--- src/rtl/irq_tree_pkg.sv ---
package irq_tree_pkg;

  // Per-line trigger setting; bit order matches the configuration byte bits 2:0
  typedef struct packed {
    logic mask_re;  // bit2: rising / active-high disabled
    logic mask_fe;  // bit1: falling / active-low disabled
    logic lvl;      // bit0: level mode
  } line_cfg_t;

  localparam line_cfg_t CFG_RESET = '{mask_re: 1'b1, mask_fe: 1'b1, lvl: 1'b0};

  // Register offsets from the base address
  localparam int OFS_ROOT = 0;
  localparam int OFS_MST  = 1;
  localparam int OFS_SEL  = 5;
  localparam int OFS_STAT = 6;
  localparam int OFS_CFG  = 7;
  localparam int OFS_RAW  = 8;

  // Configuration byte fields
  localparam int CFG_WE_BIT  = 7;
  localparam int CFG_CLR_BIT = 3;
  localparam int CFG_IDX_LSB = 4;

endpackage

--- src/rtl/irq_rst_sync.sv ---
module irq_rst_sync (
  input  logic clk,
  input  logic rst_n_in,
  output logic rst_n_out
);
  logic meta_q;
  logic hold_q;

  always_ff @(posedge clk or negedge rst_n_in) begin
    if (!rst_n_in) begin
      meta_q <= 1'b0;
      hold_q <= 1'b0;
    end else begin
      meta_q <= 1'b1;
      hold_q <= meta_q;
    end
  end

  assign rst_n_out = hold_q;
endmodule

--- src/rtl/irq_line_cell.sv ---
module irq_line_cell
  import irq_tree_pkg::*;
(
  input  logic      clk,
  input  logic      rst_n,
  input  logic      line_in,
  input  logic      cfg_hit,
  input  line_cfg_t cfg_wdata,
  input  logic      cfg_clr,
  output logic      raw_lvl,
  output logic      active
);
  logic      sync1_q, sync2_q, prev_q;
  logic      pend_q, pend_d;
  line_cfg_t cfg_q;
  logic      rise, fall, edge_set, lvl_qual;

  // next-state logic
  always_comb begin
    rise     = sync2_q & ~prev_q;
    fall     = ~sync2_q & prev_q;
    edge_set = (~cfg_q.mask_re & rise) | (~cfg_q.mask_fe & fall);
    lvl_qual = (~cfg_q.mask_re & sync2_q) | (~cfg_q.mask_fe & ~sync2_q);
    if (cfg_q.lvl) begin
      pend_d = lvl_qual;
    end else begin
      pend_d = (pend_q & ~(cfg_hit & cfg_clr)) | edge_set;
    end
  end

  // input synchroniser and edge history
  always_ff @(posedge clk or negedge rst_n) begin
    if (!rst_n) begin
      sync1_q <= 1'b0;
      sync2_q <= 1'b0;
      prev_q  <= 1'b0;
    end else begin
      sync1_q <= line_in;
      sync2_q <= sync1_q;
      prev_q  <= sync2_q;
    end
  end

  // trigger setting, enabled by an addressed configuration write
  always_ff @(posedge clk or negedge rst_n) begin
    if (!rst_n) begin
      cfg_q <= CFG_RESET;
    end else if (cfg_hit) begin
      cfg_q <= cfg_wdata;
    end
  end

  always_ff @(posedge clk or negedge rst_n) begin
    if (!rst_n) begin
      pend_q <= 1'b0;
    end else begin
      pend_q <= pend_d;
    end
  end

  assign raw_lvl = sync2_q;
  assign active  = pend_q & ~(cfg_q.mask_re & cfg_q.mask_fe);

  // the setting only moves on an addressed, enabled write
  assert_cfg_hold_R4: assert property (@(posedge clk) disable iff (!rst_n)
    !cfg_hit |=> $stable(cfg_q));

  // an edge-mode pending bit stays set without a configuration write
  assert_edge_latch_R5: assert property (@(posedge clk) disable iff (!rst_n)
    (!cfg_q.lvl && pend_q && !cfg_hit) |=> pend_q);

  // level mode with both polarities disabled never pends
  assert_lvl_masked_R6: assert property (@(posedge clk) disable iff (!rst_n)
    (cfg_q.lvl && cfg_q.mask_re && cfg_q.mask_fe) |=> !pend_q);

  // a clear with no new edge empties an edge-mode pending bit
  assert_clear_R7: assert property (@(posedge clk) disable iff (!rst_n)
    (!cfg_q.lvl && cfg_hit && cfg_clr && !edge_set) |=> !pend_q);
endmodule

--- src/rtl/irq_status_tree.sv ---
module irq_status_tree #(
  parameter int NUM_LINES         = 256,
  parameter int LINES_PER_BLOCK   = 8,
  parameter int BLOCKS_PER_MASTER = 8,
  localparam int NUM_BLOCKS  = NUM_LINES / LINES_PER_BLOCK,
  localparam int NUM_MASTERS = NUM_BLOCKS / BLOCKS_PER_MASTER
) (
  input  logic [NUM_LINES-1:0]   active,
  output logic [NUM_BLOCKS-1:0]  block_bits,
  output logic [NUM_MASTERS-1:0] master_bits,
  output logic                   host_irq
);
  for (genvar b = 0; b < NUM_BLOCKS; b++) begin : g_blk
    assign block_bits[b] = |active[b*LINES_PER_BLOCK +: LINES_PER_BLOCK];
  end

  for (genvar m = 0; m < NUM_MASTERS; m++) begin : g_mst
    assign master_bits[m] = |block_bits[m*BLOCKS_PER_MASTER +: BLOCKS_PER_MASTER];
  end

  assign host_irq = |master_bits;
endmodule

--- src/rtl/irq_regif.sv ---
module irq_regif
  import irq_tree_pkg::*;
#(
  parameter int ADDR_W            = 10,
  parameter logic [ADDR_W-1:0] BASE_ADDR = 10'h1BB,
  parameter int NUM_LINES         = 256,
  parameter int LINES_PER_BLOCK   = 8,
  parameter int BLOCKS_PER_MASTER = 8,
  localparam int NUM_BLOCKS  = NUM_LINES / LINES_PER_BLOCK,
  localparam int NUM_MASTERS = NUM_BLOCKS / BLOCKS_PER_MASTER,
  localparam int BLK_W       = $clog2(NUM_BLOCKS),
  localparam int BIT_W       = $clog2(LINES_PER_BLOCK),
  localparam int LINE_W      = BLK_W + BIT_W
) (
  input  logic                   clk,
  input  logic                   rst_n,
  input  logic [ADDR_W-1:0]      bus_addr,
  input  logic                   bus_wr,
  input  logic [7:0]             bus_wdata,
  output logic [7:0]             bus_rdata,
  input  logic [NUM_LINES-1:0]   active,
  input  logic [NUM_LINES-1:0]   raw,
  input  logic [NUM_BLOCKS-1:0]  block_bits,
  input  logic [NUM_MASTERS-1:0] master_bits,
  output logic                   cfg_we,
  output logic [LINE_W-1:0]      cfg_line,
  output line_cfg_t              cfg_data,
  output logic                   cfg_clr
);
  localparam logic [ADDR_W-1:0] A_ROOT = BASE_ADDR + ADDR_W'(OFS_ROOT);
  localparam logic [ADDR_W-1:0] A_MST  = BASE_ADDR + ADDR_W'(OFS_MST);
  localparam logic [ADDR_W-1:0] A_SEL  = BASE_ADDR + ADDR_W'(OFS_SEL);
  localparam logic [ADDR_W-1:0] A_STAT = BASE_ADDR + ADDR_W'(OFS_STAT);
  localparam logic [ADDR_W-1:0] A_CFG  = BASE_ADDR + ADDR_W'(OFS_CFG);
  localparam logic [ADDR_W-1:0] A_RAW  = BASE_ADDR + ADDR_W'(OFS_RAW);

  logic [BLK_W-1:0] sel_q, sel_d;
  logic             sel_en;
  logic [7:0]       root_byte;
  logic             in_map;

  // block select next state
  always_comb begin
    sel_en = bus_wr && (bus_addr == A_SEL);
    sel_d  = bus_wdata[BLK_W-1:0];
  end

  always_ff @(posedge clk or negedge rst_n) begin
    if (!rst_n) begin
      sel_q <= '0;
    end else if (sel_en) begin
      sel_q <= sel_d;
    end
  end

  // configuration write fan-out to the addressed line
  always_comb begin
    cfg_we   = bus_wr && (bus_addr == A_CFG) && bus_wdata[CFG_WE_BIT];
    cfg_line = {sel_q, bus_wdata[CFG_IDX_LSB +: BIT_W]};
    cfg_data = line_cfg_t'(bus_wdata[2:0]);
    cfg_clr  = bus_wdata[CFG_CLR_BIT];
  end

  // read mux
  always_comb begin
    root_byte = '0;
    root_byte[NUM_MASTERS:1] = master_bits;
    in_map    = (bus_addr >= A_ROOT) && (bus_addr <= A_RAW);
    bus_rdata = '0;
    if (bus_addr == A_ROOT) bus_rdata = root_byte;
    for (int k = 0; k < NUM_MASTERS; k++) begin
      if (bus_addr == A_MST + ADDR_W'(k)) begin
        bus_rdata = 8'(block_bits[k*BLOCKS_PER_MASTER +: BLOCKS_PER_MASTER]);
      end
    end
    if (bus_addr == A_SEL)  bus_rdata = 8'(sel_q);
    if (bus_addr == A_STAT) bus_rdata = 8'(active[sel_q*LINES_PER_BLOCK +: LINES_PER_BLOCK]);
    if (bus_addr == A_RAW)  bus_rdata = 8'(raw[sel_q*LINES_PER_BLOCK +: LINES_PER_BLOCK]);
  end

  // the select register takes the low data bits of its write
  assert_sel_write_R11: assert property (@(posedge clk) disable iff (!rst_n)
    (bus_wr && bus_addr == A_SEL) |=> (sel_q == $past(bus_wdata[BLK_W-1:0])));

  // addresses outside the map read as zero
  assert_unmapped_R2: assert property (@(posedge clk) disable iff (!rst_n)
    !in_map |-> (bus_rdata == 8'h00));

  // root bit 0 never reports a master
  assert_root_bit0_R3: assert property (@(posedge clk) disable iff (!rst_n)
    (bus_addr == A_ROOT) |-> !bus_rdata[0]);
endmodule

--- src/rtl/irq_tree_ctrl.sv ---
module irq_tree_ctrl
  import irq_tree_pkg::*;
#(
  parameter int ADDR_W            = 10,
  parameter logic [ADDR_W-1:0] BASE_ADDR = 10'h1BB,
  parameter int NUM_LINES         = 256,
  parameter int LINES_PER_BLOCK   = 8,
  parameter int BLOCKS_PER_MASTER = 8,
  localparam int NUM_BLOCKS  = NUM_LINES / LINES_PER_BLOCK,
  localparam int NUM_MASTERS = NUM_BLOCKS / BLOCKS_PER_MASTER,
  localparam int LINE_W      = $clog2(NUM_BLOCKS) + $clog2(LINES_PER_BLOCK)
) (
  input  logic                 clk,
  input  logic                 rst_n,
  input  logic [ADDR_W-1:0]    bus_addr,
  input  logic                 bus_wr,
  input  logic [7:0]           bus_wdata,
  output logic [7:0]           bus_rdata,
  input  logic [NUM_LINES-1:0] irq_lines,
  output logic                 host_irq
);
  logic                   rst_n_s;
  logic [NUM_LINES-1:0]   active;
  logic [NUM_LINES-1:0]   raw;
  logic [NUM_BLOCKS-1:0]  block_bits;
  logic [NUM_MASTERS-1:0] master_bits;
  logic                   cfg_we;
  logic [LINE_W-1:0]      cfg_line;
  line_cfg_t              cfg_data;
  logic                   cfg_clr;

  irq_rst_sync u_rst (
    .clk       (clk),
    .rst_n_in  (rst_n),
    .rst_n_out (rst_n_s)
  );

  irq_regif #(
    .ADDR_W            (ADDR_W),
    .BASE_ADDR         (BASE_ADDR),
    .NUM_LINES         (NUM_LINES),
    .LINES_PER_BLOCK   (LINES_PER_BLOCK),
    .BLOCKS_PER_MASTER (BLOCKS_PER_MASTER)
  ) u_regif (
    .clk         (clk),
    .rst_n       (rst_n_s),
    .bus_addr    (bus_addr),
    .bus_wr      (bus_wr),
    .bus_wdata   (bus_wdata),
    .bus_rdata   (bus_rdata),
    .active      (active),
    .raw         (raw),
    .block_bits  (block_bits),
    .master_bits (master_bits),
    .cfg_we      (cfg_we),
    .cfg_line    (cfg_line),
    .cfg_data    (cfg_data),
    .cfg_clr     (cfg_clr)
  );

  for (genvar i = 0; i < NUM_LINES; i++) begin : g_line
    logic hit;
    assign hit = cfg_we && (cfg_line == LINE_W'(i));
    irq_line_cell u_cell (
      .clk       (clk),
      .rst_n     (rst_n_s),
      .line_in   (irq_lines[i]),
      .cfg_hit   (hit),
      .cfg_wdata (cfg_data),
      .cfg_clr   (cfg_clr),
      .raw_lvl   (raw[i]),
      .active    (active[i])
    );
  end

  irq_status_tree #(
    .NUM_LINES         (NUM_LINES),
    .LINES_PER_BLOCK   (LINES_PER_BLOCK),
    .BLOCKS_PER_MASTER (BLOCKS_PER_MASTER)
  ) u_tree (
    .active      (active),
    .block_bits  (block_bits),
    .master_bits (master_bits),
    .host_irq    (host_irq)
  );

  // no active line means a quiet host output
  assert_quiet_R10: assert property (@(posedge clk) disable iff (!rst_n_s)
    (active == '0) |-> !host_irq);

  // any active line reaches the host output
  assert_raise_R10: assert property (@(posedge clk) disable iff (!rst_n_s)
    (active != '0) |-> host_irq);
endmodule

--- config.mk ---
export PLATFORM = sky130hd
export DESIGN_NAME = irq_tree_ctrl
export DESIGN_NICKNAME = d
export VERILOG_FILES = /design/src/rtl/irq_tree_pkg.sv /design/src/rtl/irq_rst_sync.sv /design/src/rtl/irq_line_cell.sv /design/src/rtl/irq_status_tree.sv /design/src/rtl/irq_regif.sv /design/src/rtl/irq_tree_ctrl.sv
export SDC_FILE = /design/constraint.sdc
export NUM_CORES = 2
export LEC_CHECK = 0
export BUFFER_PORTS_ARGS = -buffer_cell sky130_fd_sc_hd__buf_2
export CORE_MARGIN = 3
export CORE_UTILIZATION = 46
export DETAILED_ROUTE_END_ITERATION = 10
export SYNTH_ARGS = -nofsm -noshare
export SYNTH_HDL_FRONTEND = slang
export SYNTH_SLANG_ARGS = --single-unit
--- constraint.sdc ---
create_clock -name clk -period 135.2 [get_ports clk]
set_clock_uncertainty 0.1 [all_clocks]
set_input_delay 13.52 -clock clk [delete_from_list [all_inputs] [get_ports clk]]
set_output_delay 13.52 -clock clk [all_outputs]
set_load 0.01 [all_outputs]
==> impl_metrics.sql <==
INSERT INTO impl_metrics (metric_group, metric, value, unit) VALUES
('setup_path', 'worst_path_max_delay_cell', 'a21oi_1', ''),
('power_and_ir_drop', 'peakVddDrop', '0.00001312', 'V'),
('clocking', 'clockRootBuffer', 'clkbuf_16', ''),
('power_and_ir_drop', 'sequentialPowerShare', '49.4', '%'),
('power_and_ir_drop', 'total_leakage_power', '33.73', 'nW'),
('die', 'fp.dieH', '403.3', 'µm'),
('logic_synthesis', 'post_synth_inst_count', '5418', ''),
('route', 'initialDrtViolationCount', '4921', ''),
('die', 'die_area', '162600', 'µm²'),
('setup_path', 'critical_path_class', 'in -> out', ''),
('route', 'routed_wirelength', '228400', 'µm'),
('logic_synthesis', 'yosysTopAreaCell', 'dfrtp_1', ''),
('route', 'viasPerCell', '6.022', ''),
('global_route', 'largest_net_degree_at_the_start_of_global_routing', '158', ''),
('route', 'post-route-drc-count', '0', ''),
('setup_path', 'endpoint_kind', 'primary output', ''),
('logic_synthesis', 'synth.most_common_cell', 'dfrtp_1', ''),
('die', 'core-area', '156600', 'µm²'),
('setup_path', 'crit_path_max_fanout', '6', ''),
('finish', 'final_net_count', '6034', ''),
('route', 'postRouteAntennaNets', '0', ''),
('power_and_ir_drop', 'power.switching_fraction', '22.82', '%'),
('logic_synthesis', 'synthesis.area', '72600', 'µm²'),
('sta', 'postLayoutSetupSlackWorst', '105.50', 'ns'),
('logic_synthesis', 'synth.top_cells.by_area', 'dfrtp_1 44%, dfstp_2 19%, mux2_2 11%', ''),
('logic_synthesis', 'most_used_flip_flop_cell_after_synthesis', 'dfrtp_1', ''),
('placement', 'dp_cells', '7627', ''),
('placement', 'dp.final_hpwl', '155900', 'µm'),
('finish', 'synthesis_to_layout_area_growth', '14.02', '%'),
('job', 'maxCapViolCount', '0', ''),
('logic_synthesis', 'synth_top_cells_by_count', '1287 x dfrtp_1, 736 x mux2_2, 512 x dfstp_2, 512 x nand2_1, 402 x nor2_1', ''),
('route', 'drt_pass1_iterations', '7', ''),
('global_route', 'grt_util_all_layers', '28.00', '%'),
('setup_path', 'cp-endpoint', 'bus_rdata[5]', ''),
('logic_synthesis', 'synthArstFlopShare', '100.0', '%'),
('finish', 'final_layout_size_suffix_gt1_share', '36.06', '%'),
('clocking', 'clock_tree.htree_level_count', '4', ''),
('setup_path', 'cp.arrival', '16.08', 'ns'),
('sta', 'clock.fmax', '0.03367', 'GHz'),
('setup_path', 'setup.worst_path.start', 'bus_addr[3]', ''),
('setup_path', 'setup.worst_path.start_class', 'input port', ''),
('outcome', 'outcome', 'complete, no violations', ''),
('global_route', 'grt_antenna_before_repair', '24', ''),
('logic_synthesis', 'yosys_warnings', '0', ''),
('power_and_ir_drop', 'finalPower', '0.001139', 'W'),
('logic_synthesis', 'post_synth_num_cell_types', '74', ''),
('clocking', 'worstSkewPairLatency', '0.85', 'ns'),
('clocking', 'tritoncts_clock_tree', 'yes', ''),
('clocking', 'post-cts-setup-buffer-count', '0', ''),
('logic_synthesis', 'syn_nets', '5695', ''),
('setup_path', 'critical_path_required', '121.58', 'ns'),
('power_and_ir_drop', 'p_comb_share', '2.9', '%'),
('sta', 'report.final.setup_viol', '0', ''),
('die', 'ioPinCount', '286', ''),
('sta', 'slew_headroom', '4.197', '%'),
('power_and_ir_drop', 'power.switching', '0.0002599', 'W'),
('logic_synthesis', 'synth-edff-count', '0', ''),
('logic_synthesis', 'post_synth_and_or_nand_nor_area_fraction', '6.540', '%'),
('clocking', 'hold_fix_buffers_cts', '0', ''),
('finish', 'fill_cells', '13040', ''),
('clocking', 'clock_tree.buffer_depth', '3', ''),
('route', 'route.vias.total', '48130', ''),
('finish', 'final-instance-count-excl-fill', '7992', ''),
('logic_synthesis', 'yosys_register_bits', '1799', ''),
('global_route', 'globalRoute.totalOverflow', '0', ''),
('global_route', 'number_of_global_route_vias_before_repair', '48420', ''),
('setup_path', 'rr_startpoint', 'u_rst.rst_n_out$_DFF_PN0_', ''),
('sta', 'maxSlewViolCount', '0', ''),
('clocking', 'clkSinkCount', '1799', ''),
('logic_synthesis', 'syn_avg_cell_area', '13.40', 'µm²'),
('setup_path', 'setup.reg_to_reg.worst_slack', '130.13', 'ns');
[state kept, by name, indices dropped and copies added (netlist names)]
signal                 count
u_rst.rst_n_out            1
g_line.u_cell.sync1_q    256
g_line.u_cell.prev_q     256
u_regif.sel_q              5
g_line.u_cell.pend_q     256
g_line.u_cell.raw_lvl    256
g_line.u_cell.cfg_q      768
u_rst.meta_q               1
[power by group through the flow]
stage	Clock, W	Combinational (W)	Sequential, W
after CTS	0.000555	0.0000340	0.000562
after global routing	0.000577	0.0000371	0.000563
after floorplan	0	0.0000128	0.000573
after global placement	0	0.0000333	0.000571
final	0.000543	0.0000334	0.000562
after detailed placement	0	0.0000338	0.000571
[critical path, delay by kind of cell]
kind | cells | cell delay, ns
simple gates | 3 | 1.19
compound gates | 3 | 0.98
buf+inv | 2 | 0.38
[metal layers]
| metal | vias to the layer above | routed length [µm] | share of wire (%) | GRT usage [%] |
|---|---|---|---|---|
| li1 | 20320 | - | - | - |
| met1 | 25380 | 98870 | 43 | 39.85 |
| met2 | 1980 | 101100 | 44 | 41.43 |
| met3 | 435 | 18650 | 8.2 | 6.694 |
| met4 | 8 | 9754 | 4.3 | 11.42 |
| met5 | - | 54 | 0.024 | 0 |
[how the worst min path moves through the flow]
stage,slack (ns),cells after the start,to,from
2_1_floorplan,0.23,0,g_line[0].u_cell.raw_lvl$_DFF_PN0_,g_line[0].u_cell.sync1_q$_DFF_PN0_
3_3_place_gp,0.23,0,g_line[97].u_cell.raw_lvl$_DFF_PN0_,g_line[97].u_cell.sync1_q$_DFF_PN0_
3_5_place_dp,0.23,0,g_line[10].u_cell.raw_lvl$_DFF_PN0_,g_line[10].u_cell.sync1_q$_DFF_PN0_
4_1_cts,0.21,0,g_line[118].u_cell.raw_lvl$_DFF_PN0_,g_line[118].u_cell.sync1_q$_DFF_PN0_
5_1_grt,0.21,0,g_line[118].u_cell.raw_lvl$_DFF_PN0_,g_line[118].u_cell.sync1_q$_DFF_PN0_
6_report,0.20,0,g_line[118].u_cell.raw_lvl$_DFF_PN0_,g_line[118].u_cell.sync1_q$_DFF_PN0_
[cell families after synthesis]
kind of cell	Yosys count
compound gates	1114
buf+inv	471
flops	1799
mux	938
other cells	1
simple gates	1095
[through the flow]
step	util (%)	cell area, µm²	hold slack, ns
2_1_floorplan	-	72600	0.2312
3_3_place_gp	48.61	76110	0.2319
3_5_place_dp	48.61	76110	0.2347
4_1_cts	52.85	82750	0.2073
5_1_grt	52.85	82750	0.2083
6_report	52.87	82780	0.2008
[cell type report]
class | count | area, µm² | area share (%)
diodes | 13 | 32.53 | 0.03930
clock buffers | 261 | 5278 | 6.375
clock inverters | 91 | 1363 | 1.646
inverters | 260 | 975.9 | 1.179
multi-input cells | 3148 | 24840 | 30.00
flip-flops and latches | 1799 | 45680 | 55.18
well taps | 2058 | 2575 | 3.111
repair buffers | 362 | 2043 | 2.468
[placed cells by master (no fill, tap or decap), types with 28 or more instances in the layout]
master	count
mux2_4	30
o311ai_1	80
dfstp_2	512
dfrtp_1	1282
clkbuf_1	42
clkbuf_16	187
nand2_1	508
buf_2	282
buf_4	76
mux2i_1	37
mux2_2	736
clkinv_2	38
nand3_1	28
mux4_2	126
a21oi_1	272
nor4_1	54
inv_1	260
o311ai_0	178
a21boi_0	251
o211ai_1	261
nor2_1	394
clkbuf_8	35
No activity file was read; power rests on OpenSTA's default activity.
